===== config.mk =====
export PLATFORM = sky130hd
export DESIGN_NAME = ipi_unit
export DESIGN_NICKNAME = d
export VERILOG_FILES = /design/src/rtl/ipi_unit.sv
export SDC_FILE = /design/constraint.sdc
export NUM_CORES = 1
export LEC_CHECK = 0
export ABC_CLOCK_PERIOD_IN_PS = 2170
export BUFFER_PORTS_ARGS = -buffer_cell sky130_fd_sc_hd__buf_2
export CAP_MARGIN = 40
export CORE_ASPECT_RATIO = 1.4
export CORE_MARGIN = 10
export CORE_UTILIZATION = 60
export DETAILED_ROUTE_END_ITERATION = 8
export GPL_TIMING_DRIVEN = 0
export PLACE_DENSITY_LB_ADDON = 0.12
export RECOVER_POWER = 100
export SETUP_SLACK_MARGIN = 0.05
export SLEW_MARGIN = 25
export SYNTH_ARGS = -nofsm -noshare
export SYNTH_HDL_FRONTEND = slang
export SYNTH_SLANG_ARGS = --single-unit
export TNS_END_PERCENT = 5

===== constraint.sdc =====
create_clock -name clk -period 2.17 [get_ports clk]
set_clock_uncertainty 0.1 [all_clocks]
set_input_delay 0.3255 -clock clk [delete_from_list [all_inputs] [get_ports clk]]
set_output_delay 0.3255 -clock clk [all_outputs]
set_load 0.02 [all_outputs]

===== src/rtl/ipi_unit.sv =====
module ipi_unit #(
  parameter int N_CORES = 4,
  parameter int CODE_W  = 3,
  localparam int IDX_W  = (N_CORES > 1) ? $clog2(N_CORES) : 1
) (
  input  logic               clk,
  input  logic               rst_n,
  input  logic               cmd_valid,
  input  logic [CODE_W-1:0]  cmd_code,
  input  logic [IDX_W-1:0]   cmd_target,
  input  logic [IDX_W-1:0]   cmd_issuer,
  output logic [N_CORES-1:0] irq_o,
  output logic [N_CORES-1:0] rdback_o
);
  localparam logic [CODE_W-1:0] OP_RAISE  = CODE_W'(1);
  localparam logic [CODE_W-1:0] OP_STATUS = CODE_W'(2);
  localparam logic [CODE_W-1:0] OP_SOURCE = CODE_W'(3);
  localparam logic [CODE_W-1:0] OP_ACK    = CODE_W'(4);

  logic [N_CORES-1:0] pend [N_CORES];

  wire tgt_ok = 32'(cmd_target) < N_CORES;
  wire iss_ok = 32'(cmd_issuer) < N_CORES;
  wire do_raise = cmd_valid && cmd_code == OP_RAISE && tgt_ok && iss_ok && cmd_target != cmd_issuer;
  wire do_ack   = cmd_valid && cmd_code == OP_ACK && tgt_ok && iss_ok;

  for (genvar i = 0; i < N_CORES; i++) begin : g_rx
    always_ff @(posedge clk) begin
      if (!rst_n)
        pend[i] <= '0;
      else if (do_raise && 32'(cmd_target) == i)
        pend[i][cmd_issuer] <= 1'b1;
      else if (do_ack && 32'(cmd_issuer) == i)
        pend[i][cmd_target] <= 1'b0;
    end
    assign irq_o[i] = |pend[i];
  end

  always_ff @(posedge clk) begin
    if (!rst_n)
      rdback_o <= '0;
    else if (cmd_valid && cmd_code == OP_STATUS)
      rdback_o <= tgt_ok ? N_CORES'(irq_o[cmd_target]) : '0;
    else if (cmd_valid && cmd_code == OP_SOURCE)
      rdback_o <= iss_ok ? pend[cmd_issuer] : '0;
  end
endmodule


# ---- Word-level counts from Yosys, hierarchy flattened
# Memories as Yosys holds them, arrays and structs flattened.
# Index checks and enable logic that the tools add are counted.
dict set report word_totals {
  elab_cells 143
  in_bits 10
  memories 1
  reg_bits 4
  ramBits 16
  out_inout_bits 8
}
# name words width read_ports rd_ports_with_merged_regs wr line_no
set memory_table {}
lappend memory_table {pend 4 4 5 0 4 20} ;# logic [N_CORES-1:0] pend [N_CORES];
dict set report op_classes {
  bitwise 33
  n_reduce_logical 23
  n_eq_ne 11
  n_mux 69
  magnitude_cmp 4
}
# op n
set op_table {}
lappend op_table {{1-bit two-way mux} 58}
lappend op_table {{4-bit two-way mux} 8}
lappend op_table {{1-bit bitwise OR} 32}
lappend op_table {{4-bit OR reduction} 4}
lappend op_table {{1-bit logical AND} 15}
lappend op_table {{2-bit == test, second input constant} 4}
lappend op_table {{3-bit by 2-bit == test with 1-bit output, second input constant} 2}
lappend op_table {{2-bit by 3-bit < comparator with 1-bit output, second input constant} 2}
lappend op_table {{1-bit demux with 2-bit select} 2}
lappend op_table {{2-bit by 1-bit == test with 1-bit output, second input constant} 2}
lappend op_table {{2-bit by 1-bit greater-or-equal comparator with 1-bit output, second input constant} 2}
lappend op_table {{2-bit zero test} 2}
lappend op_table {{3-bit by 1-bit == test with 1-bit output, second input constant} 1}
lappend op_table {{3-bit == test, second input constant} 1}
lappend op_table {{1-bit binary-select mux with 2-bit select} 1}
lappend op_table {{2-bit != test} 1}
lappend op_table {{2-bit nonzero test} 1}
lappend op_table {{2-bit OR reduction} 1}
lappend op_table {{1-bit inverter} 1}

# ---- Longest topological paths before layout
# Gate-level depths: netlist of run 1.
dict set report logic_depth {
  depth_word 9
  ltp_mapped 6
  depth_no_buf 4
}

# ---- Worst setup path before layout of run 1
# Ideal clock, no wire load.
dict set report synth_path {
  kind {in2reg}
  start {input cmd_issuer[1]}
  end {memory pend[1][2], enable pin}
  n_path_buf 1
  slack_ns 0.592
  setup_ns 0.320
  arrival_ns 1.158
  required_ns 1.750
  path_stages 5
  cell_sequence {buf_2 nor3b_1 nand2_1 o21a_1 o31ai_1}
}
# element line_no
set synth_lines {}
lappend synth_lines {{start: declaration} 11} ;# input logic [IDX_W-1:0] cmd_issuer,
lappend synth_lines {{end: declaration} 20}

==> results of run 1 <==
==> through the flow <==
stage	total power, mW	hold slack (ns)	instance area (um^2)
detailed placement	0.575	0.403	1350
CTS	0.789	0.236	1390
floorplan	0.538	0.436	1260
finish	0.789	0.273	1350
global route	0.817	0.276	1350
global placement	0.570	0.375	1350
==> cells in the final DEF, fill, tap and decap left out, types with 2 or more instances in the layout <==
cell type,instances
a22oi_1,3
and4b_1,2
buf_2,5
buf_6,3
clkbuf_1,13
clkbuf_4,3
clkbuf_8,2
conb_1,4
dfxtp_1,4
edfxtp_1,16
inv_1,2
mux4_2,3
nand2_1,6
nand3_1,7
nand4_1,2
nor2_1,15
nor2b_1,4
o21a_1,2
o21ai_0,5
o221ai_1,10
or4_1,4
==> cell families (layout without fill, tap and decap cells) <==
| kind of cell | after synthesis | in the layout | share of synthesized area |
|---|---|---|---|
| AOI/OAI and AO/OA | 24 | 24 | 0.151 |
| and+or+nand+nor | 49 | 49 | 0.240 |
| DFF | 20 | 20 | 0.449 |
| muxes | 4 | 4 | 0.0752 |
| buffers and inverters | 12 | 29 | 0.0812 |
| other | 1 | 4 | 0.00300 |
==> worst register-to-register path, stage by stage, from the launching register on <==
cell	delay, ns
edfxtp_1	0.47
or4_4	0.58
o22ai_2	0.16
or4_1	0.12
nand2_1	0.04
==> sequential cells by signal, summed over array words and instances (netlist names) <==
signal,cells
pend,16
rdback_o,4
==> how the worst max path moves through the flow <==
stage,end,cells past startpoint
after CTS,irq_o[2],2
after floorplan,pend[1][2],5
final,irq_o[3],2
after global placement,pend[1][2],5
after detailed placement,pend[1][2],5
after global routing,pend[0][2],6
==> power by group through the flow <==
stage / Sequential, mW / Combinational, mW / Clock [mW]
CTS: 0.447 / 0.119 / 0.223
global placement: 0.455 / 0.116 / 0
detailed placement: 0.456 / 0.119 / 0
global route: 0.449 / 0.127 / 0.241
floorplan: 0.451 / 0.0869 / 0
finish: 0.448 / 0.116 / 0.225
==> final cells by class <==
type                       instances  share of cell area
multi-input combinational         81               0.429
sequential                        20               0.415
buffer                            10              0.0657
timing repair buffer              13              0.0389
clock buffer                       4              0.0269
tap                               21              0.0194
inverter                           2             0.00556
==> routing by layer <==
layer  routed length (um)  up-vias  GRT usage
li1                     -      467          -
met1                 1180      485      0.156
met2                 1530       42      0.260
met3                  262        7     0.0494
met4                   53        0     0.0602
met5                    0        -          0
==> impl_metrics.py, run 1 <==
metrics = {
    "outcome": {
        "outcome": "complete, no violations",
    },
    "power_and_ir_drop": {
        "power_density_nw_per_um2": 584,
        "p_sw_uw": 202,
        "swShare": 0.256,
        "leakage_nw": 0.450,
        "combPwrFrac": 0.147,
        "p_clk_frac": 0.286,
        "ir_drop_mv": 0.494,
        "p_seq_frac": 0.568,
        "intPower_uw": 587,
    },
    "routing": {
        "viasPerCell": 6.63,
        "via_count": 1001,
        "drt-initial-drc-count": 42,
        "wl_um": 3030,
        "drc": 0,
        "post_drt_wl_per_cell_um": 20.0,
        "drtAntennaViolNets": 0,
        "first_pass_iters": 4,
    },
    "die": {
        "fp.dieH_um": 74.0,
        "num_rows": 19,
        "core_um2": 1970,
        "start_util": 0.633,
        "ioPinCount": 18,
        "die_w_um": 58.6,
        "fp.dieArea_um2": 4330,
    },
    "synth": {
        "synth_largest_area_cell": "edfxtp_1",
        "synthArstFlopShare": 0,
        "yosysSeqAreaShare": 0.449,
        "synth.most_common_cell": "edfxtp_1",
        "synth.cells.most_frequent": "edfxtp_1, nor2_1, o221ai_1, nand3_1, nand2_1",
        "synthCells": 110,
        "synth_cell_types": 38,
        "syn_area_um2": 1250,
        "synth_enable_flop_cells": 16,
        "synth.top_cell.area_share": 0.385,
        "syn_area_per_cell_um2": 11.4,
        "synth_seq_cells": 20,
        "synthFlopType": "edfxtp_1",
        "yosysWarnings": 0,
        "synth_area_leaders": "edfxtp_1, o221ai_1, dfxtp_1",
    },
    "sta": {
        "fin_crit_sh": 0.915,
        "drv_slew": 0,
        "setup_tns_ns": 0,
        "period_minus_slack_ns": 1.99,
        "fmax_mhz": 503,
        "rsz0062_at_grt": "no",
        "worst_slack_ns": 0.184,
        "hold_violations": 0,
        "setup_viol": 0,
    },
    "place": {
        "gp_congestion": 0.938,
        "dp_hpwl_um": 2280,
        "io_buffers": 13,
        "dp_slack_ns": 0.385,
        "place_inst": 147,
    },
    "finish": {
        "stdcell_count": 151,
        "antenna_cells": 0,
        "multiInputGateArea_um2": 579,
        "layout-drive-gt1-share": 0.192,
        "seqCellArea_um2": 561,
        "utilization": 0.685,
        "syn_to_final_growth_pct": 8.22,
        "fillers": 180,
        "nets": 141,
    },
    "run": {
        "max_cap_violations": 0,
    },
    "global_route": {
        "grt_pass1_wl_um": 5020,
        "overflow": 0,
        "grt_pass1_vias": 1063,
        "grt_max_degree": 12,
        "antenna_found_initial": 0,
        "grt.total_usage": 0.148,
    },
    "setup_path": {
        "worstPathArrival_ns": 1.56,
        "r2r_end": "rdback_o[0]",
        "max_stage_delay_ns": 0.58,
        "path_delay_family": "simple AND/OR/NAND/NOR gates",
        "crit_path_start": "pend[3][2]",
        "cp_max_fo": 2,
        "worstRegToRegCells": 4,
        "crit_buf_inv": 1,
        "worstSetupStartpointType": "flip-flop",
        "worstPathCellList": "or4_4, clkbuf_1",
        "rrSetupSlack_ns": 0.60,
        "slowest_stage": "or4_4",
        "crit_path_end_kind": "output pin",
        "timing.rr.start": "pend[3][2]",
        "cp.required_ns": 1.74,
        "critPathKind": "flip-flop to output pin",
    },
    "cts": {
        "clock_latency_ns": 0.31,
        "clkSinkCount": 20,
        "cts_buffer_depth": 2,
        "cts_resized": 0,
        "clk_pin_slew_ns": 0.11,
        "cts_htree_levels": 1,
        "cts_root_buffer": "clkbuf_4",
        "cts_hold_buffers": 0,
        "cts_tree": "done",
        "cts_buffers": 3,
        "post_cts_buffers": 0,
    },
    "min_path": {
        "hold_depth": 2,
        "hold_path.class": "primary input to flip-flop",
        "holdCritStartpoint": "cmd_target[1]",
        "whs_endpoint": "pend[1][2]",
    },
}
No activity file was read; power rests on OpenSTA's default activity.
==> run 2: changes to the inputs <==
- REMOVE_ABC_BUFFERS: not set -> 1
==> run 2 against run 1 <==
  * Die area is the same
  * Critical path type unchanged
  * Non-clock buffer count shrank 6
  * Register-to-register slack gained 0.04 ns
  * Sequential share of layout area grew 2.5 points
  * Largest cell class unchanged
  * Wire length shrank 2.3%
  * Maximum frequency grew 1.5%
  * Highest routed layer unchanged
==> impl_metrics.py, run 2 (synthesis gave the netlist of run 1 again) <==
metrics = {
    "routing": {
        "post_drt_wl_per_cell_um": 20.4,
        "drt-initial-drc-count": 46,
        "via_count": 1001,
        "viasPerCell": 6.90,
        "drc": 0,
        "wl_um": 2960,
        "first_pass_iters": 4,
        "drtAntennaViolNets": 0,
    },
    "finish": {
        "nets": 135,
        "reg_top3": "pend (16), rdback_o (4)",
        "syn_to_final_growth_pct": 2.10,
        "layout-drive-gt1-share": 0.185,
        "fillers": 159,
        "layout.cells.most_common": "edfxtp_1",
        "largest_reg_flops": 16,
        "largest_register": "pend",
        "layout_common_cells": "edfxtp_1, nor2_1, o221ai_1",
        "antenna_cells": 0,
    },
    "sta": {
        "period_minus_slack_ns": 1.96,
        "fmax_mhz": 511,
        "setup_viol": 0,
        "hold_violations": 0,
        "setup_tns_ns": 0,
        "worst_slack_ns": 0.212,
        "rsz0062_at_grt": "no",
        "drv_slew": 0,
        "fin_crit_sh": 0.902,
    },
    "global_route": {
        "antenna_found_initial": 0,
        "overflow": 0,
        "grt_pass1_wl_um": 4640,
        "grt_max_degree": 25,
        "grt_pass1_vias": 1029,
        "grt.total_usage": 0.141,
    },
    "setup_path": {
        "critPathKind": "flip-flop to output pin",
        "crit_path_end_kind": "output pin",
        "worstPathArrival_ns": 1.53,
        "cp_max_fo": 2,
        "timing.rr.start": "pend[1][1]",
        "crit_path_start": "pend[2][2]",
        "cp.required_ns": 1.74,
        "worstSetupStartpointType": "flip-flop",
    },
    "die": {
        "core_um2": 1970,
        "fp.dieArea_um2": 4330,
        "die_w_um": 58.6,
        "start_util": 0.633,
        "ioPinCount": 18,
        "fp.dieH_um": 74.0,
        "num_rows": 19,
    },
    "cts": {
        "cts_tree": "done",
        "post_cts_buffers": 0,
        "clock_latency_ns": 0.32,
        "clk_pin_slew_ns": 0.12,
        "cts_htree_levels": 1,
        "cts_resized": 0,
        "cts_buffer_depth": 2,
        "cts_buffers": 3,
        "clkSinkCount": 20,
        "cts_hold_buffers": 0,
        "cts_root_buffer": "clkbuf_4",
    },
    "power_and_ir_drop": {
        "p_sw_uw": 198,
        "leakage_nw": 0.420,
        "ir_drop_mv": 0.386,
        "combPwrFrac": 0.140,
        "swShare": 0.268,
        "power_density_nw_per_um2": 581,
        "intPower_uw": 542,
        "p_clk_frac": 0.256,
        "p_seq_frac": 0.604,
    },
    "place": {
        "gp_congestion": 0.864,
        "dp_slack_ns": 0.121,
        "dp_hpwl_um": 2190,
        "io_buffers": 17,
    },
    "run": {
        "max_cap_violations": 0,
    },
    "min_path": {
        "hold_path.class": "primary input to flip-flop",
        "holdCritStartpoint": "cmd_code[0]",
    },
    "outcome": {
        "outcome": "complete, no violations",
    },
}
## run 2: cell count changes in the layout (fill, tap and decap cells not counted)
| cell | change |
|---|---|
| clkbuf_1 | -5 |
| buf_2 | +4 |
| buf_6 | -3 |
| clkbuf_8 | -2 |
| buf_12 | -1 |
| clkinv_1 | +1 |
## run 2: final cells by class
class	instances	area, um^2	area share
multi-input cells	81	579	0.454
clock buffers	3	22.5	0.0177
clock inverters	1	3.75	0.00294
inverters	2	7.51	0.00589
well taps	21	26.3	0.0206
repair buffers	17	75.1	0.0589
flip-flops and latches	20	561	0.440
## run 2: path summary, 6_finish.rpt
check / depth (start not counted) / slack, ns / endpoint
max reg2reg: 4 / 0.64 / rdback_o[0]
max: 2 / 0.21 / irq_o[2]
min reg2reg: 2 / 0.42 / rdback_o[0]
min: 5 / 0.29 / rdback_o[0]
## run 2: metrics by stage
step | hold slack (ns) | power, mW | std cells | utilization | area (um^2)
final | 0.293 | 0.740 | 145 | 0.646 | 1270
after global routing | 0.312 | 0.774 | 145 | 0.646 | 1270
after CTS | 0.288 | 0.747 | 145 | 0.661 | 1300
after detailed placement | 0.386 | 0.561 | 141 | 0.647 | 1280
after global placement | 0.370 | 0.557 | 141 | 0.647 | 1280
after floorplan | 0.354 | 0.512 | 103 | - | 1170
## run 2: power groups by stage
| stage | Clock, mW | Sequential, mW | Combinational, mW |
|---|---|---|---|
| after floorplan | 0 | 0.451 | 0.0607 |
| after global placement | 0 | 0.455 | 0.103 |
| after detailed placement | 0 | 0.455 | 0.105 |
| after CTS | 0.195 | 0.446 | 0.106 |
| after global routing | 0.213 | 0.448 | 0.113 |
| final | 0.190 | 0.447 | 0.103 |
## run 2: critical path: stages (launching register included)
cell      delay, ns
edfxtp_1       0.42
or4_1          0.59
clkbuf_1       0.21
## run 2: layer usage
layer | vias up | track usage | wire length [um]
li1 | 459 | - | -
met1 | 489 | 0.148 | 1090
met2 | 44 | 0.218 | 1510
met3 | 9 | 0.0511 | 263
met4 | 0 | 0.120 | 97
met5 | - | 0 | 0
==> run 3: changes to the inputs <==
- ABC_AREA: not set -> 1
==> run 3 against run 2 <==
  * Die area increased by 3.7%
  * Register-to-register slack better by 0.37 ns
  * Final cell count up 52%
  * Worst setup slack gained 0.15 ns
  * Power up 19%
  * Sequential share of layout area decreased by 4.5 points
  * Critical path type is now primary input to flip-flop
  * Clock power rose by 63%
  * Maximum frequency rose by 8.6%
  * Wire length up 8.6%
  * Non-clock buffer count unchanged
  * Core utilization is 2.1 points higher
  * Critical endpoint is now pend[1][2]
  * Highest routed layer unchanged
==> impl_metrics.py, run 3 <==
metrics = {
    "min_path": {
        "hold_depth": 4,
        "hold_path.class": "primary input to flip-flop",
    },
    "sta": {
        "fin_hold_ws_ns": 0.240,
        "setup_tns_ns": 0,
        "fin_crit_sh": 0.831,
        "relSlewSlack": 0.590,
        "fmax_mhz": 555,
        "setup_viol": 0,
        "period_minus_slack_ns": 1.80,
        "rsz0062_at_grt": "no",
        "drv_slew": 0,
        "hold_violations": 0,
        "worst_pin_slew_ns": 0.610,
    },
    "routing": {
        "via_count": 1260,
        "drc": 0,
        "post_drt_wl_per_cell_um": 14.6,
        "viasPerCell": 5.73,
        "drt-initial-drc-count": 90,
        "first_pass_iters": 5,
        "drtAntennaViolNets": 0,
        "wl_um": 3210,
    },
    "outcome": {
        "outcome": "complete, no violations",
    },
    "synth": {
        "synth_cell_types": 23,
        "synth_enable_flop_cells": 16,
        "synth_seq_cells": 20,
        "yosysWarnings": 0,
        "syn_area_um2": 1320,
        "synthFlopType": "edfxtp_1",
        "synth_largest_area_cell": "edfxtp_1",
        "synth.most_common_cell": "nand2_1",
        "synth.cells.most_frequent": "nand2_1, inv_1, nor2_1, edfxtp_1, a21oi_1",
        "synth.top_cell.area_share": 0.365,
        "yosysSeqAreaShare": 0.426,
        "synth_area_leaders": "edfxtp_1, nand2_1, dfxtp_1",
        "syn_area_per_cell_um2": 7.27,
        "synthArstFlopShare": 0,
        "synthCells": 181,
    },
    "power_and_ir_drop": {
        "p_clk_frac": 0.351,
        "power_uw": 882,
        "p_seq_frac": 0.505,
        "intPower_uw": 656,
        "combPwrFrac": 0.144,
        "swShare": 0.257,
        "power_density_nw_per_um2": 622,
        "leakage_nw": 0.694,
        "ir_drop_mv": 0.345,
        "p_sw_uw": 226,
    },
    "finish": {
        "largest_register": "pend",
        "stdcell_count": 220,
        "layout_common_cells": "nand2_1, nor2_1, inv_1",
        "seqCellArea_um2": 561,
        "layout-drive-gt1-share": 0.111,
        "utilization": 0.667,
        "fillers": 200,
        "syn_to_final_growth_pct": 7.90,
        "nets": 209,
        "layout.cells.most_common": "nand2_1",
        "antenna_cells": 0,
        "multiInputGateArea_um2": 616,
        "largest_reg_flops": 16,
        "reg_top3": "pend (16), rdback_o (4)",
    },
    "setup_path": {
        "cpMostUsedCell": "nand4_1",
        "critPathKind": "primary input to flip-flop",
        "max_stage_delay_ns": 0.44,
        "worstSetupStartpointType": "primary input",
        "cp_max_fo": 12,
        "cp.required_ns": 2.14,
        "slowest_stage": "nand4_1",
        "worstPathCellList": "buf_2, inv_1, nand2_1, nand4_1, nand4_1, nand3_1",
        "crit_path_end_kind": "flip-flop",
        "worstRegToRegCells": 6,
        "worstPathArrival_ns": 1.77,
    },
    "cts": {
        "clk_pin_slew_ns": 0.12,
        "cts_root_buffer": "clkbuf_4",
        "post_cts_buffers": 0,
        "cts_resized": 0,
        "cts_hold_buffers": 0,
        "cts_htree_levels": 1,
        "clkSinkCount": 20,
        "cts_buffers": 3,
        "clock_latency_ns": 0.31,
        "cts_tree": "done",
        "cts_buffer_depth": 2,
    },
    "die": {
        "fp.dieH_um": 75.4,
        "die_w_um": 59.6,
        "num_rows": 20,
        "ioPinCount": 18,
        "core_um2": 2130,
        "start_util": 0.618,
        "fp.dieArea_um2": 4490,
    },
    "global_route": {
        "grt_pass1_wl_um": 5420,
        "grt_pass1_vias": 1272,
        "grt_max_degree": 17,
        "overflow": 0,
        "grt.total_usage": 0.152,
        "antenna_found_initial": 0,
    },
    "place": {
        "place_inst": 216,
        "dp_hpwl_um": 2450,
        "gp_congestion": 0.891,
        "io_buffers": 17,
    },
    "run": {
        "max_cap_violations": 0,
    },
}
[run 3: area by class of cell]
cell class,instances,share of cell area
multi-input cells,133,0.434
flip-flops and latches,20,0.395
inverters,24,0.0635
repair buffers,17,0.0511
clock inverters,1,0.0212
well taps,22,0.0194
clock buffers,3,0.0159
[run 3: routing by layer]
metal,wire (um),GRT usage
met2,1680,0.286
met5,0,0
met4,32,0.0675
met3,246,0.0283
met1,1250,0.157
[run 3: per-stage QoR]
stage	setup WS (ns)	cell area, um^2
after floorplan	0.713	1270
after global placement	0.312	1390
after detailed placement	0.277	1390
after CTS	0.619	1440
after global routing	0.302	1420
final	0.367	1420
[run 3: cell families (layout without fill, tap and decap cells)]
logic type,after synthesis,after routing,share of synthesized area
AO/OA/AOI/OAI,18,18,0.0685
buffers and inverters,31,45,0.107
flip-flops,20,20,0.426
other,1,4,0.00285
AND/OR/NAND/NOR,111,111,0.395
[run 3: critical path: cells and delay by family]
family	cells	cell delay, ns
and+or+nand+nor	4	0.99
buffers and inverters	2	0.46
[run 3: power by group through the flow]
stage          Combinational, mW  Sequential, mW  Clock, mW
6_report                   0.127           0.446      0.310
5_1_grt                    0.143           0.449      0.330
4_1_cts                    0.128           0.445      0.316
3_5_place_dp               0.128           0.454          0
3_3_place_gp               0.124           0.453          0
2_1_floorplan             0.0775           0.454          0
[run 3: worst paths after layout]
path	start	end	slack, ns
worst max register to register	pend[2][0]	rdback_o[0]	1.01
worst min-delay path	cmd_code[0]	rdback_o[0]	0.24
worst max-delay path	cmd_issuer[0]	pend[1][2]	0.37
worst min register to register	rdback_o[2]	rdback_o[2]	0.46
